## src/rtl/cfg_port_pkg.sv

```systemverilog
package cfg_port_pkg;
  localparam int unsigned BYTE_W = 8;
  localparam int unsigned WORD_W = 32;
  localparam logic [WORD_W-1:0] ALIGN_MARK = 32'hAA995566;
endpackage

```

## src/rtl/cfg_abort_det.sv

```systemverilog
module cfg_abort_det #(
  parameter int unsigned DRAIN_CYCLES = 3,
  localparam int unsigned DRAIN_W = $clog2(DRAIN_CYCLES + 1)
) (
  input  logic clk,
  input  logic rst,
  input  logic sel_n,
  input  logic wr_n,
  output logic abort_evt,
  output logic draining
);
  logic               sel_q;
  logic               wr_n_q;
  logic [DRAIN_W-1:0] drain_cnt;

  // direction change while select is held low across two edges
  assign abort_evt = !sel_n && sel_q && (wr_n != wr_n_q);
  assign draining  = (drain_cnt != '0);

  always_ff @(posedge clk) begin
    if (rst) begin
      sel_q     <= 1'b0;
      wr_n_q    <= 1'b1;
      drain_cnt <= '0;
    end else begin
      sel_q  <= !sel_n;
      wr_n_q <= wr_n;
      if (abort_evt)
        drain_cnt <= DRAIN_W'(DRAIN_CYCLES);
      else if (draining)
        drain_cnt <= drain_cnt - 1'b1;
    end
  end


  drain_len_chk: assert property (@(posedge clk) disable iff (rst)
    (draining && !abort_evt) |=> (drain_cnt == $past(drain_cnt) - 1'b1));
endmodule

```

## src/rtl/cfg_word_packer.sv

```systemverilog
module cfg_word_packer
  import cfg_port_pkg::*;
#(
  parameter logic [WORD_W-1:0] MARK = ALIGN_MARK,
  localparam int unsigned BYTES = WORD_W / BYTE_W,
  localparam int unsigned CNT_W = $clog2(BYTES)
) (
  input  logic              clk,
  input  logic              rst,
  input  logic              accept,
  input  logic              abort,
  input  logic [BYTE_W-1:0] din,
  input  logic              word_ready,
  output logic [WORD_W-1:0] word_data,
  output logic              word_valid,
  output logic              synced,
  output logic              aborted
);
  logic [WORD_W-1:0] window;
  logic [WORD_W-1:0] window_nxt;
  logic [CNT_W-1:0]  cnt;

  assign window_nxt = {window[WORD_W-BYTE_W-1:0], din};

  always_ff @(posedge clk) begin
    if (rst) begin
      window     <= '0;
      cnt        <= '0;
      synced     <= 1'b0;
      aborted    <= 1'b0;
      word_valid <= 1'b0;
      word_data  <= '0;
    end else begin
      if (word_valid && word_ready)
        word_valid <= 1'b0;
      if (abort) begin
        window  <= '0;
        cnt     <= '0;
        synced  <= 1'b0;
        aborted <= 1'b1;
      end else if (accept) begin
        window <= window_nxt;
        if (!synced) begin
          if (window_nxt == MARK) begin
            synced  <= 1'b1;
            cnt     <= '0;
            aborted <= 1'b0;
          end
        end else begin
          cnt <= cnt + 1'b1;
          if (cnt == CNT_W'(BYTES - 1)) begin
            word_data  <= window_nxt;
            word_valid <= 1'b1;
          end
        end
      end
    end
  end


  hold_word_chk: assert property (@(posedge clk) disable iff (rst)
    (word_valid && !word_ready) |=> (word_valid && $stable(word_data)));

  word_needs_sync_chk: assert property (@(posedge clk) disable iff (rst)
    $rose(word_valid) |-> $past(synced));

  abort_unsync_chk: assert property (@(posedge clk) disable iff (rst)
    abort |=> (!synced && aborted));
endmodule

```

## src/rtl/cfg_byte_port.sv

```systemverilog
module cfg_byte_port
  import cfg_port_pkg::*;
#(
  parameter int unsigned DRAIN_CYCLES = 3,
  parameter logic [WORD_W-1:0] MARK = ALIGN_MARK
) (
  input  logic              clk,
  input  logic              rst,
  input  logic              cfg_sel_n,
  input  logic              cfg_wr_n,
  input  logic [BYTE_W-1:0] cfg_din,
  output logic              busy,
  output logic [WORD_W-1:0] word_data,
  output logic              word_valid,
  input  logic              word_ready,
  output logic              aborted
);
  logic abort_evt;
  logic draining;
  logic accept;
  logic synced;

  cfg_abort_det #(.DRAIN_CYCLES(DRAIN_CYCLES)) u_abort (
    .clk      (clk),
    .rst      (rst),
    .sel_n    (cfg_sel_n),
    .wr_n     (cfg_wr_n),
    .abort_evt(abort_evt),
    .draining (draining)
  );

  assign busy   = !word_ready || draining;
  assign accept = !cfg_sel_n && !cfg_wr_n && !busy && !abort_evt;

  cfg_word_packer #(.MARK(MARK)) u_pack (
    .clk       (clk),
    .rst       (rst),
    .accept    (accept),
    .abort     (abort_evt),
    .din       (cfg_din),
    .word_ready(word_ready),
    .word_data (word_data),
    .word_valid(word_valid),
    .synced    (synced),
    .aborted   (aborted)
  );


  abort_busy_chk: assert property (@(posedge clk) disable iff (rst)
    abort_evt |=> busy);

  reset_clear_chk: assert property (@(posedge clk)
    rst |=> (!word_valid && !aborted && !synced));
endmodule

```

## config.mk

```make
export PLATFORM = sky130hd
export DESIGN_NAME = cfg_byte_port
export DESIGN_NICKNAME = d
export VERILOG_FILES = /design/src/rtl/cfg_port_pkg.sv /design/src/rtl/cfg_abort_det.sv /design/src/rtl/cfg_word_packer.sv /design/src/rtl/cfg_byte_port.sv
export SDC_FILE = /design/constraint.sdc
export NUM_CORES = 1
export LEC_CHECK = 0
export ABC_AREA = 1
export BUFFER_PORTS_ARGS = -buffer_cell sky130_fd_sc_hd__buf_4
export CORE_ASPECT_RATIO = 1.1
export CORE_UTILIZATION = 40
export DETAILED_ROUTE_END_ITERATION = 6
export PLACE_DENSITY = 0.7
export REMOVE_ABC_BUFFERS = 1
export SKIP_CTS_REPAIR_TIMING = 1
export SLEW_MARGIN = 30
export SYNTH_ARGS = -nofsm -noshare
export SYNTH_HDL_FRONTEND = slang
export SYNTH_HIERARCHICAL = 1
export SYNTH_SLANG_ARGS = --single-unit
```

## constraint.sdc

```tcl
create_clock -name clk -period 1.8 [get_ports clk]
set_input_delay 0.27 -clock clk [delete_from_list [all_inputs] [get_ports clk]]
set_output_delay 0.27 -clock clk [all_outputs]
set_load 0.005 [all_outputs]
```

==> results of run 1 <==
[cells by family (layout without fill, tap and decap cells)]
| kind of cell | count (synthesis) | after routing | synth area share |
|---|---|---|---|
| buf+inv | 53 | 119 | 0.09400 |
| fa+ha+maj | 2 | 2 | 0.01016 |
| flops | 65 | 65 | 0.5285 |
| compound gates | 102 | 102 | 0.2104 |
| simple gates | 93 | 93 | 0.1570 |
[synthesized netlist by cell type]
cell type	instances
sky130_fd_sc_hd__dfxtp_1	65
sky130_fd_sc_hd__a21oi_1	45
sky130_fd_sc_hd__nor2_1	44
sky130_fd_sc_hd__nand2_1	42
sky130_fd_sc_hd__o21ai_0	35
sky130_fd_sc_hd__inv_1	34
sky130_fd_sc_hd__o21ai_1	19
sky130_fd_sc_hd__clkbuf_1	6
sky130_fd_sc_hd__buf_2	3
sky130_fd_sc_hd__buf_4	3
sky130_fd_sc_hd__a211oi_1	2
sky130_fd_sc_hd__buf_6	2
sky130_fd_sc_hd__ha_1	2
sky130_fd_sc_hd__inv_2	2
sky130_fd_sc_hd__nand2_2	2
sky130_fd_sc_hd__buf_1	1
sky130_fd_sc_hd__clkbuf_2	1
sky130_fd_sc_hd__clkinv_2	1
sky130_fd_sc_hd__nand3_2	1
sky130_fd_sc_hd__nand3_4	1
sky130_fd_sc_hd__nor2_2	1
sky130_fd_sc_hd__nor2_4	1
sky130_fd_sc_hd__o21bai_1	1
sky130_fd_sc_hd__or2_2	1
[registers in the layout, indices dropped and copies added (netlist names)]
register,flops
u_abort/drain_cnt,2
u_abort/sel_q,1
u_abort/wr_n_q,1
u_pack/aborted,1
u_pack/cnt,2
u_pack/synced,1
u_pack/window,24
u_pack/word_data,32
u_pack/word_valid,1
[per-layer routing]
layer  wire (um)  vias up  share of wire  GRT usage
li1            -     1145              -          -
met1        2651     1035           0.46     0.2194
met2        2655       55           0.46     0.2606
met3         327       15          0.057    0.04783
met4         140        0          0.024     0.1101
met5           0        -              0          0
[final timing paths]
kind | to | slack (ps) | depth (start not counted)
setup reg to reg | u_pack/word_data[17] | 60 | 14
hold reg to reg | u_pack/word_valid | 460 | 2
hold / removal | u_abort/sel_q | 120 | 2
setup / recovery | u_pack/word_data[17] | 60 | 14
[stage by stage]
step                  util  area (sq um)  setup WS, ps
floorplan                -          2371        -367.8
global placement    0.4973          2905         26.83
detailed placement  0.4973          2905        -25.36
CTS                 0.5284          3087        -46.90
global route        0.5607          3276        -40.39
finish              0.5607          3276         64.53
[area by class of cell]
cell class / instances / share of cell area
well taps: 77 / 0.02941
clock buffers: 13 / 0.05157
repair inverters: 2 / 0.004202
inverters: 37 / 0.04660
repair buffers: 65 / 0.1738
multi-input cells: 197 / 0.2930
clock inverters: 2 / 0.003820
flip-flops and latches: 65 / 0.3976
[power by group]
group | internal (mW) | switching (mW)
Combinational | 0.158 | 0.230
Sequential | 1.51 | 0.0364
Clock | 0.603 | 0.521
==> results.txt, run 1 <==
The run finished with clean final reports. The leftover overflow at the end of global routing is 0. The design draws 3.054 mW. The required time reported for the critical path endpoint came out at just over 2000 ps. Clock-pin slew was measured on the worst setup and hold paths at roughly 60 ps. The count of standard-cell rows is 29.

The detailed-route wire length per cell is ~13 um. Across the VDD grid, the largest voltage drop is 546.6 uV. Counting both buffers and inverters, the worst setup path holds a total of 5.

In this run, CTS created clock tree buffers numbering 9. For this design the ratio of total power to cell area is ~930 nW/um^2. The via count of the first global-routing pass is a little under 2000.

The final-layout setup total negative slack came out at 0 ps. The tree is rooted in a sky130_fd_sc_hd__clkbuf_8. Traced cell by cell, the critical path runs through inv_1 > nand2_2 > nand3_4 > inv_4 > nor2_4 > nand2_2 > nor2_4 > nand2_2 > inv_2 > nand3_4 > inv_8 > clkbuf_16 > o21ai_1 > a21oi_1. After layout, the minimum clock period comes to between 1500 and 2000 ps. CTS built an H-tree with a depth of 3. The data arrival time of the worst path came out at approximately 2000 ps. The cell family contributing the most delay on the critical path is simple AND/OR/NAND/NOR gates. For this block, the initial DRC count from the detailed router was between 100 and 150.

The highest-delay cell along the critical path is sky130_fd_sc_hd__dfxtp_2. By area the synthesized netlist is led by sky130_fd_sc_hd__dfxtp_1 (53%), sky130_fd_sc_hd__a21oi_1 (9.1%), sky130_fd_sc_hd__o21ai_0 (7.1%). The final count of hold timing violations came out at 0. The fraction of the cycle the final worst path needs is 0.9641. Of the synthesized area, sequential elements account for 0.5285. The port buffer count is 47. The first-pass GRT wire length came out at 8880 um. The total routing usage reported by global routing came out at 0.1736.

The mean post-synth cell area is just under 8 sq um. The total vias in the final route came out at roughly 2300. The sort of element at the end of the critical path is a flip-flop. Across the routed clock network, the largest skew measured is ~6.0 ps. The TritonCTS clock tree is built. The max-cap violation count is 0. Hold is met by about 120 ps. Entering global routing, the biggest net connects 28 pins. After filler insertion, the fill cell instance count of the layout stands at 538.

The number of endpoints failing setup at the final stage came out at 0. The clock sink count is 65. In the layout the commonest cells are sky130_fd_sc_hd__dfxtp_1 (64), sky130_fd_sc_hd__buf_4 (59), sky130_fd_sc_hd__a21oi_1 (45). Among the stages of the critical path, the cell type that occurs most often is sky130_fd_sc_hd__nand2_2. On the worst path, the slowest cell contributes a delay of about 320 ps.

The startpoint-to-endpoint class of the critical path is flip-flop to flip-flop. The share of cells above drive strength 1 is 0.2625. The height of the die came out at 84.29 um. The launching element type of the critical path is a flip-flop. The post-DP HPWL came out at between 3000 and 4000 um. The critical path starts at u_abort/wr_n_q. The synthesized netlist occupies a cell area of between 2000 and 2500 sq um. The number of antenna diodes in the final layout is 0. The area growth from synthesis to layout is 33.03%. The library cell used most frequently in the layout, excluding fill and tap cells, is sky130_fd_sc_hd__dfxtp_1. The final weighted congestion in routability-driven placement is about 0.77.

The instance count after placement with tap cells included came out at between 400 and 500. Static timing analysis puts the maximum clock frequency at ~580 MHz. The startpoint identified for the worst register-to-register timing path is u_abort/wr_n_q. The floorplan step defined a die boundary enclosing roughly 6500 sq um. The biggest fanout along the worst timing path came out at 7. The finished layout holds 458 standard cells, fillers aside. The initial standard-cell utilization of the core came out at 0.4215. The sequential cell area in the final layout is around 1300 sq um. Summed over all instances, the cell type with the most area after synthesis is sky130_fd_sc_hd__dfxtp_1. The Yosys step of the flow raised 6 warnings.

The number of max-slew violations in the final report came out at 0. The slew at the pin closest to its max-slew limit came out at approximately 350 ps. The area fraction of the dominant cell type after synthesis came out at 0.5285.

The number of DRC violations after detailed routing came out at 0. The largest buffer count on any clock path is 2. The final layout net count is 392. For this design the top-level I/O count stands at 48. The number of antenna violations at the first check in global routing came out at 0. The relative slew slack came out at 0.7687. Synthesis produced between 300 and 400 cells.

The ratio of routed vias to standard cells came out at around 4.9. The leakage power summed over all cells came out at approximately 1.4 nW. The register bit count reported by yosys is 65. The clock insertion delay at the later pin of the skew report is between 300 and 400 ps.

Summed over all layers, the routed wires come to around 5800 um. In this run the most critical hold path is launched from cfg_sel_n. The die is 76.81 um wide. The path class of the lowest-slack min-delay path is input port to flip-flop.

The count of nets left with antenna violations once routing finished came out at 0. The multi-input gate area in the final layout is around 960 sq um. The placeable core region came out at slightly below 6000 sq um.

The first-pass iteration count of the detailed router is 5. Counting distinct cell types in the post-synthesis netlist gives 24.
No activity file was read; power rests on OpenSTA's default activity.
==> inputs of run 2 (changes only) <==
CORE_UTILIZATION = 32   (was 40)
PLACE_DENSITY = 0.6   (was 0.7)
==> run 2 against run 1 <==
- utilization shrank 12 points
- critical endpoint is now u_pack/word_data[23]
- highest routed layer unchanged
- first-iteration DRC count is 7.5% higher
- cell count increased by 6.1%
- critical path type unchanged
- via count down 1.5%
- clock-buffer cell count is the same
- design area rose by 1.6%
==> results.txt, run 2 (synthesized netlist as in run 1, its figures left out) <==
Outcome: finished clean (unchanged). The flip-flop count of the largest register, all copies and words added is 32 (unchanged). The number of DRC violations after detailed routing is 0 (unchanged). The first-pass iteration count of the detailed router is 4 (was 5). The largest buffer count on any clock path is 2 (unchanged). The required time reported for the critical path endpoint is 2040 ps (was 2070 ps).

The area growth from synthesis to layout is 35.21% (was 33.03%). The power dissipated by switching net loads was 0.7968 mW (was 0.7877 mW). The fraction of the cycle the final worst path needs is 0.9475 (was 0.9641).

Most used cells in the layout excluding fill and tap cells: sky130_fd_sc_hd__dfxtp_1 (64), sky130_fd_sc_hd__buf_4 (58), sky130_fd_sc_hd__a21oi_1 (45) (was sky130_fd_sc_hd__dfxtp_1 (64), sky130_fd_sc_hd__buf_4 (59), sky130_fd_sc_hd__a21oi_1 (45)). The number of top-level pins was 48 (unchanged). The clock root buffer master is sky130_fd_sc_hd__clkbuf_8 (unchanged). The clock sink count is 65 (unchanged). The total vias in the final route came out at 2217 (was 2250).

The worst clock skew came out at 8.588 ps (was 5.967 ps). The post-detailed-placement cell area came out at 2948 sq um (was 2905 sq um). The most frequent cell on the critical path is sky130_fd_sc_hd__inv_2 (was sky130_fd_sc_hd__nand2_2).

The highest clock rate came out at 586.3 MHz (was 576.2 MHz). The final layout net count is 391 (was 392). The data arrival time of the worst path came out at 1940 ps (was 2000 ps). The clock insertion delay at the later pin of the skew report was 350 ps (was 340 ps). The final critical delay including setup and external delays came out at 1705 ps (was 1735 ps). Cell-by-cell trace of the critical path: inv_2 > nand2_2 > nand3_4 > inv_2 > nor2_1 > nand2_1 > nor2_4 > nand2_2 > inv_2 > nand3_4 > buf_4 > o21ai_0 > nor2_1 (was inv_1 > nand2_2 > nand3_4 > inv_4 > nor2_4 > nand2_2 > nor2_4 > nand2_2 > inv_2 > nand3_4 > inv_8 > clkbuf_16 > o21ai_1 > a21oi_1).

The slew at the pin closest to its max-slew limit is 318.1 ps (was 345.7 ps). The startpoint-to-endpoint class of the critical path is flip-flop to flip-flop (unchanged). The number of levels the H-tree was split into came out at 3 (unchanged). The stage delay of the slowest cell on the critical path is 330 ps (was 320 ps). The leftover overflow at the end of global routing is 0 (unchanged).

The ratio of routed vias to standard cells came out at 4.562 (was 4.913). The clock buffer count from CTS came out at 9 (unchanged). The internal power consumption came out at 2.330 mW (was 2.267 mW).

The first-pass GRT wire length came to 9018 um (was 8880 um). The largest voltage drop on the vdd net is 372.4 uV (was 546.6 uV). The power share of the sequential group came out at 0.492 (was 0.505). The via count of the first global-routing pass came out at 1916 (was 1985).

The startpoint of the worst-slack reg-to-reg timing path is u_abort/wr_n_q (unchanged). The most common cell after layout, fill and taps aside is sky130_fd_sc_hd__dfxtp_1 (unchanged). The endpoint of the most critical register-to-register path is u_pack/word_data[23] (was u_pack/word_data[17]). The clock power share is 0.389 (was 0.368). Registers with the most flip-flops: u_pack/word_data: 32 flops, u_pack/window: 24 flops (unchanged). The height of the die is 94 um (was 84.29 um). The count of standard-cell rows came to 33 (was 29).

The startpoint of the lowest-slack hold path is cfg_sel_n (unchanged). The initial detailed-routing violation count was 129 (was 120). The number of antenna-violating nets in the routed design is 0 (unchanged).

The number of endpoints failing setup at the final stage came out at 0 (unchanged). The number of antenna violations at the first check in global routing is 0 (unchanged). The worst hold path cell count was 2 (unchanged). The launching element type of the critical path is a flip-flop (unchanged). The aggregate routed wire length is 6104 um (was 5775 um). The beginning of the critical path is u_abort/wr_n_q (unchanged). The total routing usage reported by global routing was 0.1450 (was 0.1736).

The logic gate share of total power came out at 0.120 (was 0.127). The highest-delay cell along the critical path is sky130_fd_sc_hd__dfxtp_2 (unchanged). The overall power was 3.127 mW (was 3.054 mW). The post-DP HPWL is 3667 um (was 3587 um). The placeable core region was 7473 sq um (was 5842 sq um). The share of cells above drive strength 1 is 0.2546 (was 0.2625).

The switching part of the total power came out at 0.2548 (was 0.2579). The slack of the worst reg-to-reg path came out at 90 ps (was 60 ps). The instance count after placement with tap cells included came out at 460 (was 431). The final weighted congestion in routability-driven placement is 0.7629 (was 0.7711). The largest net degree at the start of global routing came out at 33 (was 28). The clock slew at the register clock pins of the worst setup and hold paths came out at 70 ps (was 60 ps). The count of placed standard cells in the final layout, fillers left out is 486 (was 458). The hold-critical path endpoint is u_abort/sel_q (unchanged). The post-route standard cell area excluding fillers is 3329 sq um (was 3276 sq um). The sort of element at the end of the critical path is a flip-flop (unchanged).

The total inserted antenna cells is 0 (unchanged). The die outline area was 8050 sq um (was 6474 sq um). The cell depth of the worst flop-to-flop path is 13 (was 14).

The TritonCTS clock tree is built (unchanged). The register containing the most flip-flops in the final layout is u_pack/word_data (unchanged). The final count of hold timing violations was 0 (unchanged). The max-cap violation count came out at 0 (unchanged). The path class of the lowest-slack min-delay path was input port to flip-flop (unchanged). The initial standard-cell utilization of the core is 0.3295 (was 0.4215).

The detailed-route wire length per cell is 12.56 um (was 12.61 um). The horizontal extent of the die is 85.64 um (was 76.81 um). Setup repair after global routing could not meet its margin everywhere. The relative slew slack came out at 0.7879 (was 0.7687). The total power per unit cell area came to 939.1 nW/um^2 (was 932.4 nW/um^2).

The number of max-slew violations in the final report is 0 (unchanged). The final-layout setup total negative slack came to 0 ps (unchanged). The port buffer count came out at 47 (unchanged).

The leakage power summed over all cells is 1.410 nW (was 1.408 nW). The biggest fanout along the worst timing path is 7 (unchanged).
==> run 2: cell count changes in the layout (fill, tap and decap cells not counted), sizes merged <==
| cell | before | now |
|---|---|---|
| clkinvlp | 3 | 2 |
| clkbuf | 16 | 17 |
| bufinv | 0 | 1 |
| buf | 62 | 61 |
| clkinv | 1 | 2 |
| inv | 37 | 36 |
==> run 2: per-layer routing <==
metal	vias to the layer above	GRT usage	wire (um)
met5	-	0	0
met4	0	0.07500	102
met3	10	0.04394	304
met2	57	0.2133	2677
met1	1015	0.1904	3019
li1	1135	-	-
==> run 2: power groups by stage <==
stage | clock network [mW] | registers [mW] | logic, mW
detailed placement | 0 | 1.57 | 0.337
finish | 1.21 | 1.54 | 0.374
global placement | 0 | 1.57 | 0.334
CTS | 1.24 | 1.54 | 0.338
global route | 1.31 | 1.54 | 0.423
floorplan | 0 | 1.56 | 0.225
==> run 2: area by class of cell <==
type	count	area, sq um
Fill cell	733	4144
Timing Repair Buffer	65	595.6
Clock buffer	13	148.9
Inverter	37	150.1
Tap cell	105	131.4
Sequential cell	65	1303
Timing Repair inverter	1	7.507
Multi-Input combinational cell	197	953.4
Clock inverter	3	40.04
==> run 2: worst max-delay path, delay by kind of cell, from the launching register on <==
kind	cells	cell delay [ps]
simple gates	8	700
buf+inv	4	380
flops	1	330
compound gates	1	190
==> run 2: worst max-delay path by stage <==
stage,slack (ps),endpoint,cells past startpoint
2_1_floorplan,-370,u_pack/word_data[0],12
3_3_place_gp,40,u_pack/word_data[13],15
3_5_place_dp,-70,u_pack/word_data[17],15
4_1_cts,-20,u_pack/word_data[17],13
5_1_grt,-30,u_pack/word_data[23],13
6_report,90,u_pack/word_data[23],13
==> run 2: through the flow <==
stage | worst slack [ps] | hold slack (ps) | utilization
final | 94.52 | 112.8 | 0.4455
after global routing | -31.39 | 101.9 | 0.4455
after CTS | -21.17 | 104.9 | 0.4197
after detailed placement | -67.09 | 464.3 | 0.3944
after global placement | 41.91 | 453.6 | 0.3944
after floorplan | -367.8 | 336.7 | -
